==> config.mk <==
export PLATFORM = sky130hd
export DESIGN_NAME = spi_mem_cmd
export DESIGN_NICKNAME = d
export VERILOG_FILES = /design/src/rtl/spi_mem_pkg.sv /design/src/rtl/spi_pin_sync.sv /design/src/rtl/spi_addr_ctr.sv /design/src/rtl/spi_out_shift.sv /design/src/rtl/spi_mem_cmd.sv
export SDC_FILE = /design/constraint.sdc
export NUM_CORES = 1
export LEC_CHECK = 0
export ABC_AREA = 1
export BUFFER_PORTS_ARGS = -buffer_cell sky130_fd_sc_hd__buf_2
export CORE_MARGIN = 4
export CORE_UTILIZATION = 58
export DETAILED_ROUTE_END_ITERATION = 12
export PLACE_DENSITY_LB_ADDON = 0.12
export REMOVE_ABC_BUFFERS = 1
export SYNTH_ARGS = -nofsm -noshare
export SYNTH_HDL_FRONTEND = slang
export SYNTH_SLANG_ARGS = --single-unit
export TNS_END_PERCENT = 30
==> constraint.sdc <==
create_clock -name clk -period 2.9 [get_ports clk]
set_clock_uncertainty 0.15 [all_clocks]
set_input_delay 0.145 -clock clk [delete_from_list [all_inputs] [get_ports clk]]
set_output_delay 0.145 -clock clk [all_outputs]
set_load 0.02 [all_outputs]
==> src/rtl/spi_mem_pkg.sv <==
package spi_mem_pkg;

  typedef enum logic [2:0] {
    ST_OPC,
    ST_ADR,
    ST_WDAT,
    ST_RDAT,
    ST_RSTS,
    ST_WSTS,
    ST_SKIP
  } cmd_state_e;

  localparam logic [7:0] OP_LATCH_SET = 8'h06;
  localparam logic [7:0] OP_LATCH_CLR = 8'h04;
  localparam logic [7:0] OP_STAT_RD   = 8'h05;
  localparam logic [7:0] OP_STAT_WR   = 8'h01;
  localparam logic [2:0] OP_MEM_RD_LO = 3'b011;
  localparam logic [2:0] OP_MEM_WR_LO = 3'b010;

endpackage

==> src/rtl/spi_pin_sync.sv <==
module spi_pin_sync #(
  parameter int unsigned STAGES = 2
) (
  input  logic clk,
  input  logic rst_n,
  input  logic cs_n,
  input  logic sck,
  input  logic si,
  input  logic hold_n,
  output logic cs_act,
  output logic cs_end,
  output logic sck_rise,
  output logic sck_fall,
  output logic si_s,
  output logic hold_s
);

  localparam logic [3:0] RST_VAL = 4'b1100;

  logic [3:0] pins;
  logic [3:0] stage_q [STAGES];
  logic [3:0] synced;
  logic       sck_q;
  logic       cs_q;
  logic       run;

  assign pins = {cs_n, hold_n, sck, si};

  always_ff @(posedge clk or negedge rst_n) begin
    if (!rst_n) begin
      for (int i = 0; i < STAGES; i++) stage_q[i] <= RST_VAL;
      sck_q <= 1'b0;
      cs_q  <= 1'b1;
    end else begin
      stage_q[0] <= pins;
      for (int i = 1; i < STAGES; i++) stage_q[i] <= stage_q[i-1];
      sck_q <= synced[1];
      cs_q  <= synced[3];
    end
  end

  assign synced   = stage_q[STAGES-1];
  assign cs_act   = ~synced[3];
  assign hold_s   = synced[2];
  assign si_s     = synced[0];
  assign run      = cs_act & hold_s;
  assign sck_rise = run & synced[1] & ~sck_q;
  assign sck_fall = run & ~synced[1] & sck_q;
  assign cs_end   = synced[3] & ~cs_q;

endmodule

==> src/rtl/spi_addr_ctr.sv <==
module spi_addr_ctr #(
  parameter int unsigned AW = 9
) (
  input  logic          clk,
  input  logic          rst_n,
  input  logic          load_hi,
  input  logic          hi_bit,
  input  logic          load_lo,
  input  logic [AW-2:0] lo_bits,
  input  logic          inc,
  output logic [AW-1:0] addr
);

  logic [AW-1:0] addr_d;

  always_comb begin
    addr_d = addr;
    if (load_hi) addr_d[AW-1] = hi_bit;
    if (load_lo) addr_d[AW-2:0] = lo_bits;
    if (inc) addr_d = addr + 1'b1;
  end

  always_ff @(posedge clk or negedge rst_n) begin
    if (!rst_n) addr <= '0;
    else        addr <= addr_d;
  end

  // top address rolls over to zero
  property p_wrap_r3;
    @(posedge clk) disable iff (!rst_n)
      (inc && !load_lo && !load_hi && addr == '1) |=> (addr == '0);
  endproperty
  a_wrap_r3: assert property (p_wrap_r3);

endmodule

==> src/rtl/spi_out_shift.sv <==
module spi_out_shift #(
  parameter int unsigned DW = 8
) (
  input  logic          clk,
  input  logic          rst_n,
  input  logic          load,
  input  logic [DW-1:0] din,
  input  logic          shift,
  output logic          msb
);

  logic [DW-1:0] q, q_d;

  always_comb begin
    q_d = q;
    if (load)       q_d = din;
    else if (shift) q_d = {q[DW-2:0], 1'b0};
  end

  always_ff @(posedge clk or negedge rst_n) begin
    if (!rst_n) q <= '0;
    else        q <= q_d;
  end

  assign msb = q[DW-1];

endmodule

==> src/rtl/spi_mem_cmd.sv <==
module spi_mem_cmd
  import spi_mem_pkg::*;
#(
  parameter int unsigned ADDR_W      = 9,
  parameter int unsigned DATA_W      = 8,
  parameter int unsigned SYNC_STAGES = 2
) (
  input  logic              clk,
  input  logic              rst_n,
  input  logic              cs_n,
  input  logic              sck,
  input  logic              si,
  input  logic              hold_n,
  output logic              so,
  output logic              so_oe,
  output logic [ADDR_W-1:0] mem_addr,
  output logic              mem_we,
  output logic [DATA_W-1:0] mem_wdata,
  input  logic [DATA_W-1:0] mem_rdata,
  output logic              latch_set,
  output logic              latch_clr,
  output logic              stat_wr,
  output logic [DATA_W-1:0] stat_wdata,
  input  logic [DATA_W-1:0] stat_rdata,
  input  logic              mem_wr_permit,
  input  logic              stat_wr_permit
);

  localparam int unsigned   CNT_W    = $clog2(DATA_W);
  localparam logic [CNT_W-1:0] LAST_BIT = CNT_W'(DATA_W - 1);

  logic cs_act, cs_end, sck_rise, sck_fall, si_s, hold_s;

  spi_pin_sync #(.STAGES(SYNC_STAGES)) u_sync (
    .clk(clk), .rst_n(rst_n), .cs_n(cs_n), .sck(sck), .si(si), .hold_n(hold_n),
    .cs_act(cs_act), .cs_end(cs_end), .sck_rise(sck_rise), .sck_fall(sck_fall),
    .si_s(si_s), .hold_s(hold_s)
  );

  cmd_state_e        state, state_d;
  logic [CNT_W-1:0]  bitcnt, bitcnt_d;
  logic [DATA_W-2:0] shreg, shreg_d;
  logic              is_rd, is_rd_d;
  logic              wr_cls, wr_cls_d;
  logic              live, live_d;

  logic [DATA_W-1:0] rx_byte;
  logic              byte_done, op_rd, op_wr, rd_phase;
  logic              load_out, shift_out, addr_inc, load_hi, load_lo;
  logic              out_bit;

  assign rx_byte   = {shreg, si_s};
  assign byte_done = sck_rise && (bitcnt == LAST_BIT);
  assign op_rd     = (rx_byte[7:4] == 4'h0) && (rx_byte[2:0] == OP_MEM_RD_LO);
  assign op_wr     = (rx_byte[7:4] == 4'h0) && (rx_byte[2:0] == OP_MEM_WR_LO);
  assign rd_phase  = (state == ST_RDAT) || (state == ST_RSTS);

  always_comb begin
    state_d  = state;
    bitcnt_d = bitcnt;
    shreg_d  = shreg;
    is_rd_d  = is_rd;
    wr_cls_d = wr_cls;
    live_d   = live;
    if (!cs_act) begin
      state_d  = ST_OPC;
      bitcnt_d = '0;
      wr_cls_d = 1'b0;
      live_d   = 1'b0;
    end else begin
      if (sck_rise) begin
        shreg_d  = rx_byte[DATA_W-2:0];
        bitcnt_d = bitcnt + 1'b1;
      end
      if (byte_done) begin
        case (state)
          ST_OPC: begin
            if (op_rd) begin
              state_d = ST_ADR;
              is_rd_d = 1'b1;
            end else if (op_wr) begin
              state_d  = ST_ADR;
              is_rd_d  = 1'b0;
              wr_cls_d = 1'b1;
            end else if (rx_byte == OP_STAT_RD) begin
              state_d = ST_RSTS;
            end else if (rx_byte == OP_STAT_WR) begin
              state_d  = ST_WSTS;
              wr_cls_d = 1'b1;
            end else begin
              state_d = ST_SKIP;
            end
          end
          ST_ADR:  state_d = is_rd ? ST_RDAT : ST_WDAT;
          ST_WSTS: state_d = ST_SKIP;
          default: state_d = state;
        endcase
      end
      if (load_out) live_d = 1'b1;
    end
  end

  always_ff @(posedge clk or negedge rst_n) begin
    if (!rst_n) begin
      state  <= ST_OPC;
      bitcnt <= '0;
      shreg  <= '0;
      is_rd  <= 1'b0;
      wr_cls <= 1'b0;
      live   <= 1'b0;
    end else begin
      state  <= state_d;
      bitcnt <= bitcnt_d;
      shreg  <= shreg_d;
      is_rd  <= is_rd_d;
      wr_cls <= wr_cls_d;
      live   <= live_d;
    end
  end

  assign load_out  = cs_act && sck_fall && (bitcnt == '0) && rd_phase;
  assign shift_out = cs_act && sck_fall && (bitcnt != '0);
  assign addr_inc  = (byte_done && state == ST_WDAT) || (load_out && state == ST_RDAT);
  assign load_hi   = byte_done && (state == ST_OPC) && (op_rd || op_wr);
  assign load_lo   = byte_done && (state == ST_ADR);

  spi_addr_ctr #(.AW(ADDR_W)) u_addr (
    .clk(clk), .rst_n(rst_n), .load_hi(load_hi), .hi_bit(rx_byte[3]),
    .load_lo(load_lo), .lo_bits(rx_byte[ADDR_W-2:0]), .inc(addr_inc),
    .addr(mem_addr)
  );

  spi_out_shift #(.DW(DATA_W)) u_out (
    .clk(clk), .rst_n(rst_n), .load(load_out),
    .din((state == ST_RDAT) ? mem_rdata : stat_rdata),
    .shift(shift_out), .msb(out_bit)
  );

  assign so         = out_bit;
  assign so_oe      = live && cs_act && hold_s;
  assign mem_we     = byte_done && (state == ST_WDAT) && mem_wr_permit;
  assign mem_wdata  = rx_byte;
  assign stat_wr    = byte_done && (state == ST_WSTS) && stat_wr_permit;
  assign stat_wdata = rx_byte;
  assign latch_set  = byte_done && (state == ST_OPC) && (rx_byte == OP_LATCH_SET);
  assign latch_clr  = (byte_done && (state == ST_OPC) && (rx_byte == OP_LATCH_CLR))
                    || (cs_end && wr_cls);

  // output driven only in a read phase
  property p_oe_state_r5;
    @(posedge clk) disable iff (!rst_n)
      so_oe |-> (state == ST_RDAT || state == ST_RSTS);
  endproperty
  a_oe_state_r5: assert property (p_oe_state_r5);

  // each committed byte advances the address by one
  property p_we_adv_r3;
    @(posedge clk) disable iff (!rst_n)
      mem_we |=> (mem_addr == ADDR_W'($past(mem_addr) + 1'b1));
  endproperty
  a_we_adv_r3: assert property (p_we_adv_r3);

  // at most one side-effect strobe per cycle
  property p_strobe_excl_r7;
    @(posedge clk) disable iff (!rst_n)
      $onehot0({latch_set, latch_clr, stat_wr, mem_we});
  endproperty
  a_strobe_excl_r7: assert property (p_strobe_excl_r7);

  // bit position frozen while paused
  property p_hold_freeze_r6;
    @(posedge clk) disable iff (!rst_n)
      (cs_act && !hold_s) |=> (bitcnt == $past(bitcnt));
  endproperty
  a_hold_freeze_r6: assert property (p_hold_freeze_r6);

endmodule

---- Word level (Yosys, flattened, before mapping) ----
Cells that the tools add are included.
word-level totals
  register bits after elaboration ......... 43
cells by class
  equality and inequality tests ........... 14
  bitwise operators ....................... 10
  muxes and demuxes ....................... 27
  add/sub/neg operators ................... 2
  reduce and logical (&&, ||, !) cells .... 42
operator list
  cell                   count
  $mux W8                4
  $eq A8 B3 Y1 const B   3
  $logic_and A1 B1 Y1    20
  $mux W3                6
  $reduce_bool A2 Y1     8
  $mux W1                13
  $eq A3 B2 Y1 const B   4
  $add A9 B1 Y9 const B  1
  $eq A3 B3 Y1 const B   3
  $mux W9                1
  $pmux W3 S3            1
  $eq A8 B1 Y1 const B   1
  $and A1 B1 Y1          6
  $logic_not A3 Y1       2
  $reduce_bool A3 Y1     2
  $reduce_and A5 Y1      1
  $logic_not A4 Y1       1
  $logic_or A1 B1 Y1     4
  $mux W2                2
  $not A1 Y1             4
  $reduce_and A2 Y1      2
  $reduce_and A4 Y1      1
  $reduce_bool A4 Y1     1
  $add A3 B1 Y3 const B  1
  3 further kinds        3

---- Logic depth before layout (Yosys ltp) ----
  depth after elaboration ................. 10
  mapped depth ............................ 10
  mapped depth without buffers ............ 10

---- Hierarchy ----
Synthesis repeated with hierarchy kept, for this count alone.
unflattened totals
  cell total of the unflattened synthesis .. 326
  area, all modules ....................... 2393.5 um2
modules (own cells, without submodules)
  module         cells each  instances  area an instance (um2)
  spi_mem_cmd    171         1          1114.8
  spi_addr_ctr   93          1          609.3
  spi_out_shift  43          1          376.6
  spi_pin_sync   19          1          292.8

---- Worst setup path after synthesis ----
OpenSTA, ideal clock, no wires.
  path type ............................... register to output
  start point ............................. register u_sync.stage_q (netlist bit u_sync.synced[2])
  end point ............................... output port latch_set
  slack ................................... 1.027 ns
  arrival ................................. 1.578 ns
  data required time ...................... 2.605 ns
  stages on the path, launching flop included .. 7
  path through ............................ dfstp_2 > inv_1 > nor2_1 > nand2_1 > nor2_1 > nand3_1 > nor3b_1
on the way
  cells in the longest elaborated chain, start to end .. 6
ends and longest elaborated chain
  what                              RTL line            text
  from (decl)                       spi_pin_sync.sv:21  logic [3:0] stage_q [STAGES];
  $and A1 B1 Y1                     spi_pin_sync.sv:46  assign run = cs_act & hold_s;
  $and A1 B1 Y1 (2 in a row)        spi_pin_sync.sv:47  assign sck_rise = run & synced[1] & ~sck_q;
  $logic_and A1 B1 Y1               spi_mem_cmd.sv:53   assign byte_done = sck_rise && (bitcnt == LAST_BIT);
  $logic_and A1 B1 Y1 (2 in a row)  spi_mem_cmd.sv:145  assign latch_set = byte_done && (state == ST_OPC) && (rx_byte == OP_LATCH_SET);
  to (decl)                         spi_mem_cmd.sv:20   output logic latch_set,
No other way between the ends.

---- Worst setup path in the final report ----
  start point ............................. register u_sync.stage_q (netlist bit u_sync.synced[2])
  end point ............................... output port latch_clr
on the way
  cells in the longest elaborated chain, start to end .. 7
ends and longest elaborated chain
  what                              RTL line            text
  $and A1 B1 Y1                     spi_pin_sync.sv:46
  $and A1 B1 Y1 (2 in a row)        spi_pin_sync.sv:47
  $logic_and A1 B1 Y1               spi_mem_cmd.sv:53
  $logic_and A1 B1 Y1 (2 in a row)  spi_mem_cmd.sv:146  assign latch_clr = (byte_done && (state == ST_OPC) && (rx_byte == OP_LATCH_CLR))
  $logic_or A1 B1 Y1                spi_mem_cmd.sv:147  || (cs_end && wr_cls);
  to (decl)                         spi_mem_cmd.sv:21   output logic latch_clr,
No other way between the ends.

==> summary.txt <==
Final layout
  • Filler cells: 341
  • Ant. Diodes: 0
  • Area delta synth->final: 16.9%
  • Finished Core Util: 70.6%
  • Share of layout cells above drive strength 1: 21.6%
  • Final #Nets: 407

Die
  • Horiz. Die Dim: 72.5 microns
  • Row cnt: 23
  • Initial Utilization: 60.4%
  • Io pins: 55
  • Die area: 5260 sq um
  • Chip height: 72.5 microns
  • Core area: 4000 sq um

Clock network
  • Root Driver: clkbuf_8
  • Reg clk slew, reported paths: 0.09 ns
  • Htree depth: 2
  • TritonCTS buffer count: 5
  • Post-CTS Resized: 0
  • Worst-Skew Late Latency: 0.30 ns
  • Clock net sink count: 43
  • CTS tree: done
  • Clock Path Buffers: 2

Placed design
  • Dpl ws: 0.862 ns
  • GPL Wtd Cong: 0.856
  • Port Buf Inserts: 54
  • Final HPWL DP: 3.71 mm

Global route
  • Antenna violations before repair: 0
  • Vias in the first global route: 1973
  • Largest net degree at the start of global routing: 44
  • Gr usage total: 20.6%
  • Grt ovf: 0
  • First-pass GRT wire length: 8.55 mm

Setup path
  • CP top delay family: simple AND/OR/NAND/NOR gates
  • Worst Path Buf+Inv: 2
  • Setup CP Type: reg2out
  • Crit. Startpoint: u_sync.synced[2]
  • Critical-path cell list: inv_1, nor2_1, nand2_1, nor2_1, nand3_1, o21ai_0, buf_2
  • Worst setup SP type: flop
  • Worst Reg2Reg Path Length in Cells: 5
  • RR Endpoint: u_out.q[0]
  • Slowest-stage cell, CP: dfstp_2
  • Most frequent CP cell: nor2_1
  • WP data required: 2.61 ns
  • R2R setup slack: 0.79 ns
  • Crit path DAT: 2.08 ns
  • Setup crit end: latch_clr
  • CP peak stage delay: 0.56 ns
  • Critical Path End Type: output port
  • CP Depth: 7
  • R2r startpoint: state[2]
  • Max FO, Critical Path: 16

Status
  • Status: completed

STA
  • Max frequency: 421 MHz
  • Worst relative slew slack: 36.5%
  • Final worst slack: 0.523 ns
  • Setup_tns: 0 ns
  • Final Critical Period: 2.38 ns
  • Worst Tran Pin Value: 0.952 ns
  • RSZ-0062 raised after global routing: no
  • Final hold violations: 0
  • Final setup violation count: 0
  • Tcrit/Tclk final: 82.0%
  • Final Max Tran Viols: 0

Power
  • Leak Pwr: 1.53 nW
  • PD cells: 470 nW/um^2
  • Max VDD drop: 0.386 mV

Route
  • Initial DRC count: 119
  • Vias post-DR: 2180
  • WL/cell: 11.5 microns
  • ANT nets after route: 0
  • Detailed Route WL: 4.95 mm
  • DRC violations left: 0
  • DRT Pass-1 Iters: 4
  • Via/cell ratio: 5.07

Synthesis
  • Cell variety after synth: 31
  • Post-Synthesis Cell Area: 2410 sq um
  • Sequential area share after synthesis: 44.8%
  • Synthesized flop and latch total: 43
  • Avg Cell Area, Syn: 7.45 sq um
  • Yosys Warn Count: 0
  • Mapped Cells: 324

Flow run
  • Max Cap Violations: 0

Worst hold path
  • Hold path startpoint: mem_rdata[2]
  • Hold WC Path Type: in2reg
[cell type report]
class,instances,area (sq um),area share [%]
multi-input cells,232,1100,39.0
clock buffers,5,68.8,2.44
well taps,50,62.6,2.22
inverters,35,131,4.65
clock inverters,3,26.3,0.931
flip-flops and latches,43,1080,38.3
repair buffers,62,350,12.4
[sequential cells by signal, indices dropped and copies added (netlist names)]
signal	flops
bitcnt	3
u_addr.addr	9
state	3
u_sync.sck_q	1
is_rd	1
u_sync.stage_q	4
shreg	7
u_sync.synced	4
u_sync.cs_q	1
wr_cls	1
live	1
u_out.q	8
[through the flow]
step | area [sq um] | std cells | hold slack, ns | power (mW)
5_1_grt | 2820 | 430 | 0.0371 | 1.40
6_report | 2820 | 430 | 0.000599 | 1.33
4_1_cts | 2820 | 430 | 0.00142 | 1.34
3_3_place_gp | 2650 | 414 | 0.100 | 0.924
3_5_place_dp | 2650 | 414 | 0.102 | 0.927
2_1_floorplan | 2310 | 310 | -0.301 | 0.837
[placed cells by master, fill, tap and decap left out, types with 3 or more instances in the layout]
cell	netlist	layout
dfrtp_1	38	38
nand2_2	3	3
buf_2	1	54
nand3_1	37	37
ha_1	4	4
o21ai_0	14	14
a21oi_1	5	5
nand2_1	119	119
dfstp_2	5	5
nor3_1	3	3
inv_1	34	34
clkbuf_8	0	5
nor2_1	28	28
dlygate4sd3_1	0	8
[layer usage]
layer / routed length, microns / global-route usage [%]
met5: 0 / 0
met2: 2350 / 33.2
met4: 55 / 5.74
met1: 2340 / 28.3
met3: 209 / 4.16
[power by group]
group          total, mW  internal, mW  switching [mW]
clock network      0.403         0.177           0.226
logic              0.239        0.0868           0.153
registers          0.683         0.644          0.0390
total               1.33         0.908           0.418
[tightest hold or removal path, stage by stage]
cell     delay, ns
buf_2         0.07
nand2_1       0.04
nand2_1       0.05
nand2_1       0.05
nand3_1       0.06
[cells in the mapped netlist (all sizes together)]
library cell  count  area [sq um]
inv              35           131
buf              12          91.3
nor3              4          25.0
a21oi             5          25.0
nor2             33           160
nand2           124           488
clkbuf            2          8.75
nand4             1          6.26
dfstp             5           131
ha                4          50.1
nand3            39           213
nand3b            2          15.0
nor3b             1          7.51
mux2i             1          10.0
xor2              2          17.5
dfrtp            38           951
o21ai            16          83.8
[cell families (layout without fill, tap and decap cells)]
family	after synthesis	count (layout)	synth area share, %
AND/OR/NAND/NOR	204	204	37.9
buffers and inverters	49	105	9.58
flip-flops	43	43	44.8
AO/OA/AOI/OAI	21	21	4.51
adder cells (fa/ha/maj)	4	4	2.07
XOR/XNOR	2	2	0.726
multiplexers	1	1	0.415
[worst min-delay path by stage]
stage               slack (ns)  depth (start not counted)                 to
finish                  0.0006                          5         u_out.q[2]
detailed placement        0.10                          1  u_sync.stage_q[7]
floorplan                -0.30                          0          bitcnt[0]
global route              0.04                          5         u_out.q[2]
CTS                      0.001                          5         u_out.q[4]
global placement          0.10                          1  u_sync.stage_q[7]
[timing repair]
action	in CTS	in global routing
hold buffers	8	0
buffers inserted	0	0
endpoints found under the hold margin	44	0
No activity file was read; power rests on OpenSTA's default activity.
